`src/rtl/pwrseq_pkg.sv`:
```
package pwrseq_pkg;

    typedef enum logic [2:0] {
        PS_OFF    = 3'd0,
        PS_HOLD   = 3'd1,
        PS_SLEEP  = 3'd2,
        PS_WAKE   = 3'd3,
        PS_NORMAL = 3'd4
    } pwr_state_e;

    // pin pattern that asks for the low-power sleep state
    function automatic logic sleep_req(input logic pm0, input logic pm1);
        return pm0 & pm1;
    endfunction

    // pin pattern that asks for full operation
    function automatic logic wake_req(input logic pm0, input logic pm1);
        return pm0 & ~pm1;
    endfunction

endpackage

```
`src/rtl/pwrseq_sync.sv`:
```
module pwrseq_sync #(
    parameter int          WIDTH   = 3,
    parameter int          STAGES  = 2,
    parameter logic [WIDTH-1:0] RST_VAL = '0
) (
    input  logic             clk,
    input  logic             rst_n,
    input  logic [WIDTH-1:0] d,
    output logic [WIDTH-1:0] q
);

    localparam int TOT_W = WIDTH * STAGES;

    logic [TOT_W-1:0] shreg;

    generate
        if (STAGES == 1) begin : g_single
            always_ff @(posedge clk or negedge rst_n) begin
                if (!rst_n) shreg <= RST_VAL;
                else        shreg <= d;
            end
        end else begin : g_chain
            always_ff @(posedge clk or negedge rst_n) begin
                if (!rst_n) shreg <= {STAGES{RST_VAL}};
                else        shreg <= {shreg[TOT_W-WIDTH-1:0], d};
            end
        end
    endgenerate

    assign q = shreg[TOT_W-1 -: WIDTH];

endmodule

```
`src/rtl/pwrseq_timer.sv`:
```
module pwrseq_timer #(
    parameter int CNT_W = 5
) (
    input  logic             clk,
    input  logic             rst_n,
    input  logic             load,
    input  logic [CNT_W-1:0] load_val,
    output logic             expired
);

    logic [CNT_W-1:0] cnt;

    always_ff @(posedge clk or negedge rst_n) begin
        if (!rst_n)           cnt <= '0;
        else if (load)        cnt <= load_val;
        else if (cnt != '0)   cnt <= cnt - 1'b1;
    end

    assign expired = (cnt == '0);

    // a loaded value is taken as is
    tmr_load_chk: assert property (@(posedge clk) disable iff (!rst_n)
        load |=> (cnt == $past(load_val)));

    // an expired timer rests at zero until reloaded
    tmr_no_wrap_chk: assert property (@(posedge clk) disable iff (!rst_n)
        (!load && expired) |=> expired);

endmodule

```
`src/rtl/pwrseq_fsm.sv`:
```
module pwrseq_fsm
    import pwrseq_pkg::*;
#(
    parameter int HOLD_CYC = 20,
    parameter int WAKE_CYC = 30,
    parameter int CNT_W    = 5
) (
    input  logic             clk,
    input  logic             rst_n,
    input  logic             sup_ok,
    input  logic             pm0,
    input  logic             pm1,
    input  logic             dsp_run,
    input  logic             tmr_zero,
    output logic             tmr_load,
    output logic [CNT_W-1:0] tmr_val,
    output pwr_state_e       state,
    output logic             done,
    output logic             reg_load,
    output logic             dsp_idle
);

    localparam logic [CNT_W-1:0] HOLD_LAST = CNT_W'(HOLD_CYC - 1);
    localparam logic [CNT_W-1:0] WAKE_LAST = CNT_W'(WAKE_CYC - 1);

    pwr_state_e nxt;

    // next-state decision
    always_comb begin
        nxt = state;
        unique case (state)
            PS_OFF:    if (sup_ok) nxt = PS_HOLD;
            PS_HOLD:   if (tmr_zero) nxt = PS_SLEEP;
            PS_SLEEP:  if (wake_req(pm0, pm1)) nxt = PS_WAKE;
            PS_WAKE: begin
                if (sleep_req(pm0, pm1)) nxt = PS_SLEEP;
                else if (tmr_zero)       nxt = PS_NORMAL;
            end
            PS_NORMAL: if (sleep_req(pm0, pm1)) nxt = PS_SLEEP;
            default:   nxt = PS_OFF;
        endcase
        if (!sup_ok) nxt = PS_OFF;
    end

    // timer start on entry to a timed state
    always_comb begin
        tmr_load = ((nxt == PS_HOLD) && (state != PS_HOLD)) ||
                   ((nxt == PS_WAKE) && (state != PS_WAKE));
        tmr_val  = (nxt == PS_HOLD) ? HOLD_LAST : WAKE_LAST;
    end

    // state register
    always_ff @(posedge clk or negedge rst_n) begin
        if (!rst_n) state <= PS_OFF;
        else        state <= nxt;
    end

    // registered outputs
    always_ff @(posedge clk or negedge rst_n) begin
        if (!rst_n) begin
            done     <= 1'b0;
            reg_load <= 1'b0;
            dsp_idle <= 1'b1;
        end else begin
            done     <= (state == PS_WAKE) && (nxt == PS_NORMAL);
            reg_load <= (state == PS_WAKE) && (nxt == PS_NORMAL);
            if (nxt != PS_NORMAL || state != PS_NORMAL)
                dsp_idle <= 1'b1;
            else if (dsp_run)
                dsp_idle <= 1'b0;
        end
    end


    sup_drop_chk: assert property (@(posedge clk) disable iff (!rst_n)
        !sup_ok |=> (state == PS_OFF));


    off_exit_chk: assert property (@(posedge clk) disable iff (!rst_n)
        ($past(state) == PS_OFF && state != PS_OFF) |-> (state == PS_HOLD));


    normal_entry_chk: assert property (@(posedge clk) disable iff (!rst_n)
        ($past(state) != PS_NORMAL && state == PS_NORMAL) |-> ($past(state) == PS_WAKE));


    entry_strobe_chk: assert property (@(posedge clk) disable iff (!rst_n)
        ($past(state) == PS_WAKE && state == PS_NORMAL) |-> (done && reg_load));


    done_single_chk: assert property (@(posedge clk) disable iff (!rst_n)
        done |=> !done);


    done_where_chk: assert property (@(posedge clk) disable iff (!rst_n)
        done |-> (state == PS_NORMAL));


    idle_entry_chk: assert property (@(posedge clk) disable iff (!rst_n)
        ($past(state) != PS_NORMAL && state == PS_NORMAL) |-> dsp_idle);


    idle_outside_chk: assert property (@(posedge clk) disable iff (!rst_n)
        (state != PS_NORMAL) |-> dsp_idle);

endmodule

```
`src/rtl/pwrseq_top.sv`:
```
module pwrseq_top
    import pwrseq_pkg::*;
#(
    parameter int HOLD_CYC    = 20,
    parameter int WAKE_CYC    = 30,
    parameter int SYNC_STAGES = 2
) (
    input  logic       clk,
    input  logic       rst_n,
    input  logic       supply_ok,
    input  logic       pm0_pin,
    input  logic       pm1_pin,
    input  logic       dsp_run,
    output logic [2:0] pwr_state,
    output logic       reg_default_load,
    output logic       dsp_idle,
    output logic       xfer_done
);

    localparam int MAX_CYC = (HOLD_CYC > WAKE_CYC) ? HOLD_CYC : WAKE_CYC;
    localparam int CNT_W   = (MAX_CYC > 1) ? $clog2(MAX_CYC) : 1;

    logic [2:0]       pins_sync;
    logic             tmr_load;
    logic [CNT_W-1:0] tmr_val;
    logic             tmr_zero;
    pwr_state_e       state;

    // bit 2 = pm1, bit 1 = pm0, bit 0 = supply; mode pins rest high
    pwrseq_sync #(
        .WIDTH   (3),
        .STAGES  (SYNC_STAGES),
        .RST_VAL (3'b110)
    ) u_sync (
        .clk   (clk),
        .rst_n (rst_n),
        .d     ({pm1_pin, pm0_pin, supply_ok}),
        .q     (pins_sync)
    );

    pwrseq_timer #(
        .CNT_W (CNT_W)
    ) u_timer (
        .clk      (clk),
        .rst_n    (rst_n),
        .load     (tmr_load),
        .load_val (tmr_val),
        .expired  (tmr_zero)
    );

    pwrseq_fsm #(
        .HOLD_CYC (HOLD_CYC),
        .WAKE_CYC (WAKE_CYC),
        .CNT_W    (CNT_W)
    ) u_fsm (
        .clk      (clk),
        .rst_n    (rst_n),
        .sup_ok   (pins_sync[0]),
        .pm0      (pins_sync[1]),
        .pm1      (pins_sync[2]),
        .dsp_run  (dsp_run),
        .tmr_zero (tmr_zero),
        .tmr_load (tmr_load),
        .tmr_val  (tmr_val),
        .state    (state),
        .done     (xfer_done),
        .reg_load (reg_default_load),
        .dsp_idle (dsp_idle)
    );

    assign pwr_state = state;

endmodule

```
`config.mk`:
```
export PLATFORM = sky130hd
export DESIGN_NAME = pwrseq_top
export DESIGN_NICKNAME = d
export VERILOG_FILES = /design/src/rtl/pwrseq_pkg.sv /design/src/rtl/pwrseq_sync.sv /design/src/rtl/pwrseq_timer.sv /design/src/rtl/pwrseq_fsm.sv /design/src/rtl/pwrseq_top.sv
export SDC_FILE = /design/constraint.sdc
export NUM_CORES = 1
export LEC_CHECK = 0
export BUFFER_PORTS_ARGS = -buffer_cell sky130_fd_sc_hd__buf_2
export CAP_MARGIN = 10
export CORE_MARGIN = 2
export CORE_UTILIZATION = 46
export DETAILED_ROUTE_END_ITERATION = 12
export GPL_TIMING_DRIVEN = 1
export PLACE_DENSITY = 0.67
export SYNTH_ARGS = -nofsm -noshare
export SYNTH_HDL_FRONTEND = slang
export SYNTH_HIERARCHICAL = 1
export SYNTH_SLANG_ARGS = --single-unit
```
`constraint.sdc`:
```
create_clock -name clk -period 4.9 [get_ports clk]
set_clock_uncertainty 0.15 [all_clocks]
set_input_delay 0.98 -clock clk [delete_from_list [all_inputs] [get_ports clk]]
set_output_delay 0.98 -clock clk [all_outputs]
set_load 0.01 [all_outputs]
```
==> impl_metrics.json <==
{
  "top_level_ports": 12,
  "grtUsageTotal_pct": 15.0,
  "min-delay-path-class": "flop to flop",
  "drtPass1Iterations": 4,
  "rsz0062_at_grt": "false",
  "wl_per_cell_um": 12.2,
  "min_period_over_period_pct": 42.3,
  "synth_cell_type_count": 29,
  "detail_route.vias_per_cell": 5.46,
  "setup_viol_count_final": 0,
  "synth.area.top_cells": "dfrtp_1 36%, dfstp_2 17%, buf_4 6.9%, nand2_1 3.9%, xnor2_1 3.4%",
  "postCtsSetupBuffers": 0,
  "fmax_mhz": 482,
  "synth_edf_count": 0,
  "die_height_um": 44.7,
  "vias": 513,
  "syn_avg_cell_area_um2": 11.0,
  "antenna_found_initial": 0,
  "grt_start_max_net_pins": 17,
  "die_width_um": 44.7,
  "rows": 14,
  "drv_cap": 0,
  "routed_wl_um": 1150,
  "cellPowerDensity_nw_per_um2": 486,
  "clk_pin_slew_ns": 0.09,
  "yosysTopAreaCellShare_pct": 36.1,
  "ys.flop_type": "dfrtp_1",
  "dieArea_um2": 2000,
  "cp_slowest_stage_delay_ns": 0.48,
  "ant_nets": 0,
  "status": "finished clean",
  "htree_levels": 1,
  "drcViolationCount": 0,
  "hold_viol": 0,
  "syn_inst": 69,
  "critPathKind": "flop to output port",
  "synth_seq_cells": 16,
  "async_flop_share_pct": 100,
  "cts_tree": "built",
  "crit_family": "flip-flops",
  "path_cells": "buf_2",
  "root_buffer": "clkbuf_4",
  "crit_slowest_cell": "dfrtp_1",
  "hold_buffers": 0,
  "ys_seq_area_share_pct": 53.4,
  "n_fill_cell": 134,
  "yosysTopAreaCell": "dfrtp_1",
  "vdd_drop_max_mv": 0.268,
  "drt_iter0_drc": 9,
  "cts_sinks": 16,
  "worstSkewPairLatency_ns": 0.28,
  "drive_gt1_share_pct": 33.3,
  "crit_buf_inv": 1,
  "grt_pass1_vias": 485,
  "start_util_pct": 50.0,
  "cts_buffers": 3,
  "num_antenna_cells": 0,
  "netlist_area_um2": 762,
  "total_leakage_power_nw": 0.368,
  "end_kind": "output port",
  "crit_fanout": 7,
  "core_um2": 1520,
  "hpwl_um": 841,
  "critical_path_required_ns": 3.77,
  "gr-total-overflow": 0,
  "fin_setup_tns_ns": 0,
  "grt_pass1_wl_um": 2040,
  "gp_congestion": 0.728,
  "ctsResizeCount": 0,
  "syn_to_final_growth_pct": 8.70,
  "critPathArrivalTime_ns": 0.94,
  "fin_util_pct": 54.4,
  "port_buffers": 11,
  "start_kind": "flop",
  "ys_warn_count": 6,
  "nNetsFinal": 86,
  "clockBufferDepth": 2,
  "maxSlewViolCount": 0,
  "final.min_clock_period_ns": 2.07
}
[cell usage after synthesis, types with 2 or more instances]
master / number
nor2_1: 2
nand2_1: 8
inv_1: 4
dfrtp_1: 11
o31ai_1: 3
xnor2_1: 3
o21ai_2: 2
buf_4: 7
or2_1: 2
dfstp_2: 5
nor3_1: 2
a21oi_1: 3
[where the power goes]
group          internal [mW]  switching, mW  total [mW]
combinational         0.0664         0.0616       0.128
sequential             0.161         0.0304       0.191
clock                 0.0452         0.0386      0.0839
total                  0.272          0.131       0.403
[layout by cell type (no fill, tap or decap), drive strengths merged, types with 3 or more instances in the layout]
cell / count
a21oi: 3
buf: 12
clkbuf: 4
dfrtp: 11
dfstp: 5
inv: 4
nand2: 8
o21ai: 4
o31ai: 3
xnor2: 3
[final cells by class]
| cell class | instances | area [um^2] | share of cell area (%) |
|---|---|---|---|
| clock buffers | 4 | 36.3 | 4.38 |
| inverters | 4 | 15.0 | 1.81 |
| flip-flops and latches | 16 | 407 | 49.1 |
| multi-input cells | 42 | 288 | 34.7 |
| well taps | 16 | 20.0 | 2.42 |
| repair buffers | 12 | 62.6 | 7.55 |
[routing by layer]
layer	up-vias	wire (um)	GRT usage (%)
met5	-	0	0
met4	0	20	7.27
met3	2	74	7.20
met2	18	537	24.1
met1	245	518	16.7
li1	248	-	-
[flip-flops by register name, summed over array words and instances, names as in the netlist]
signal / flops
u_fsm/dsp_idle: 1
u_fsm/state: 3
u_sync/shreg: 6
u_timer/cnt: 5
u_fsm/reg_load: 1
[path summary, 6_finish.rpt]
path / startpoint / endpoint / slack [ns] / cells past startpoint
max: u_fsm/state[0]$_DFF_PN0_ / pwr_state[0] / 2.83 / 1
min: u_sync/shreg[0]$_DFF_PN0_ / u_sync/shreg[3]$_DFF_PN0_ / 0.20 / 0
max reg2reg: u_timer/cnt[0]$_DFFE_PN0P_ / u_timer/cnt[2]$_DFFE_PN0P_ / 3.03 / 8
min reg2reg: u_sync/shreg[0]$_DFF_PN0_ / u_sync/shreg[3]$_DFF_PN0_ / 0.20 / 0
max in group asynchronous: rst_n / u_fsm/dsp_idle$_DFFE_PN1P_ / 3.86 / 1
min in group asynchronous: rst_n / u_fsm/state[1]$_DFF_PN0_ / 0.44 / 1
[through the flow]
step           worst slack [ns]  hold WS [ns]  area (um^2)  power (mW)  cells
3_5_place_dp               3.08         0.186          792       0.322     90
2_1_floorplan              3.08         0.181          766       0.297     70
5_1_grt                    2.75         0.218          828       0.433     94
3_3_place_gp               3.13         0.185          792       0.317     90
6_report                   2.83         0.198          828       0.403     94
4_1_cts                    2.81         0.208          828       0.408     94
[kinds of logic after synthesis]
family,Yosys count,share of synthesized area (%)
fa+ha+maj,1,1.64
buf+inv,12,9.36
compound gates,14,12.8
mux,1,1.48
xor+xnor,3,3.45
simple gates,21,17.4
other cells,1,0.492
flops,16,53.4
No activity file was read; power rests on OpenSTA's default activity.
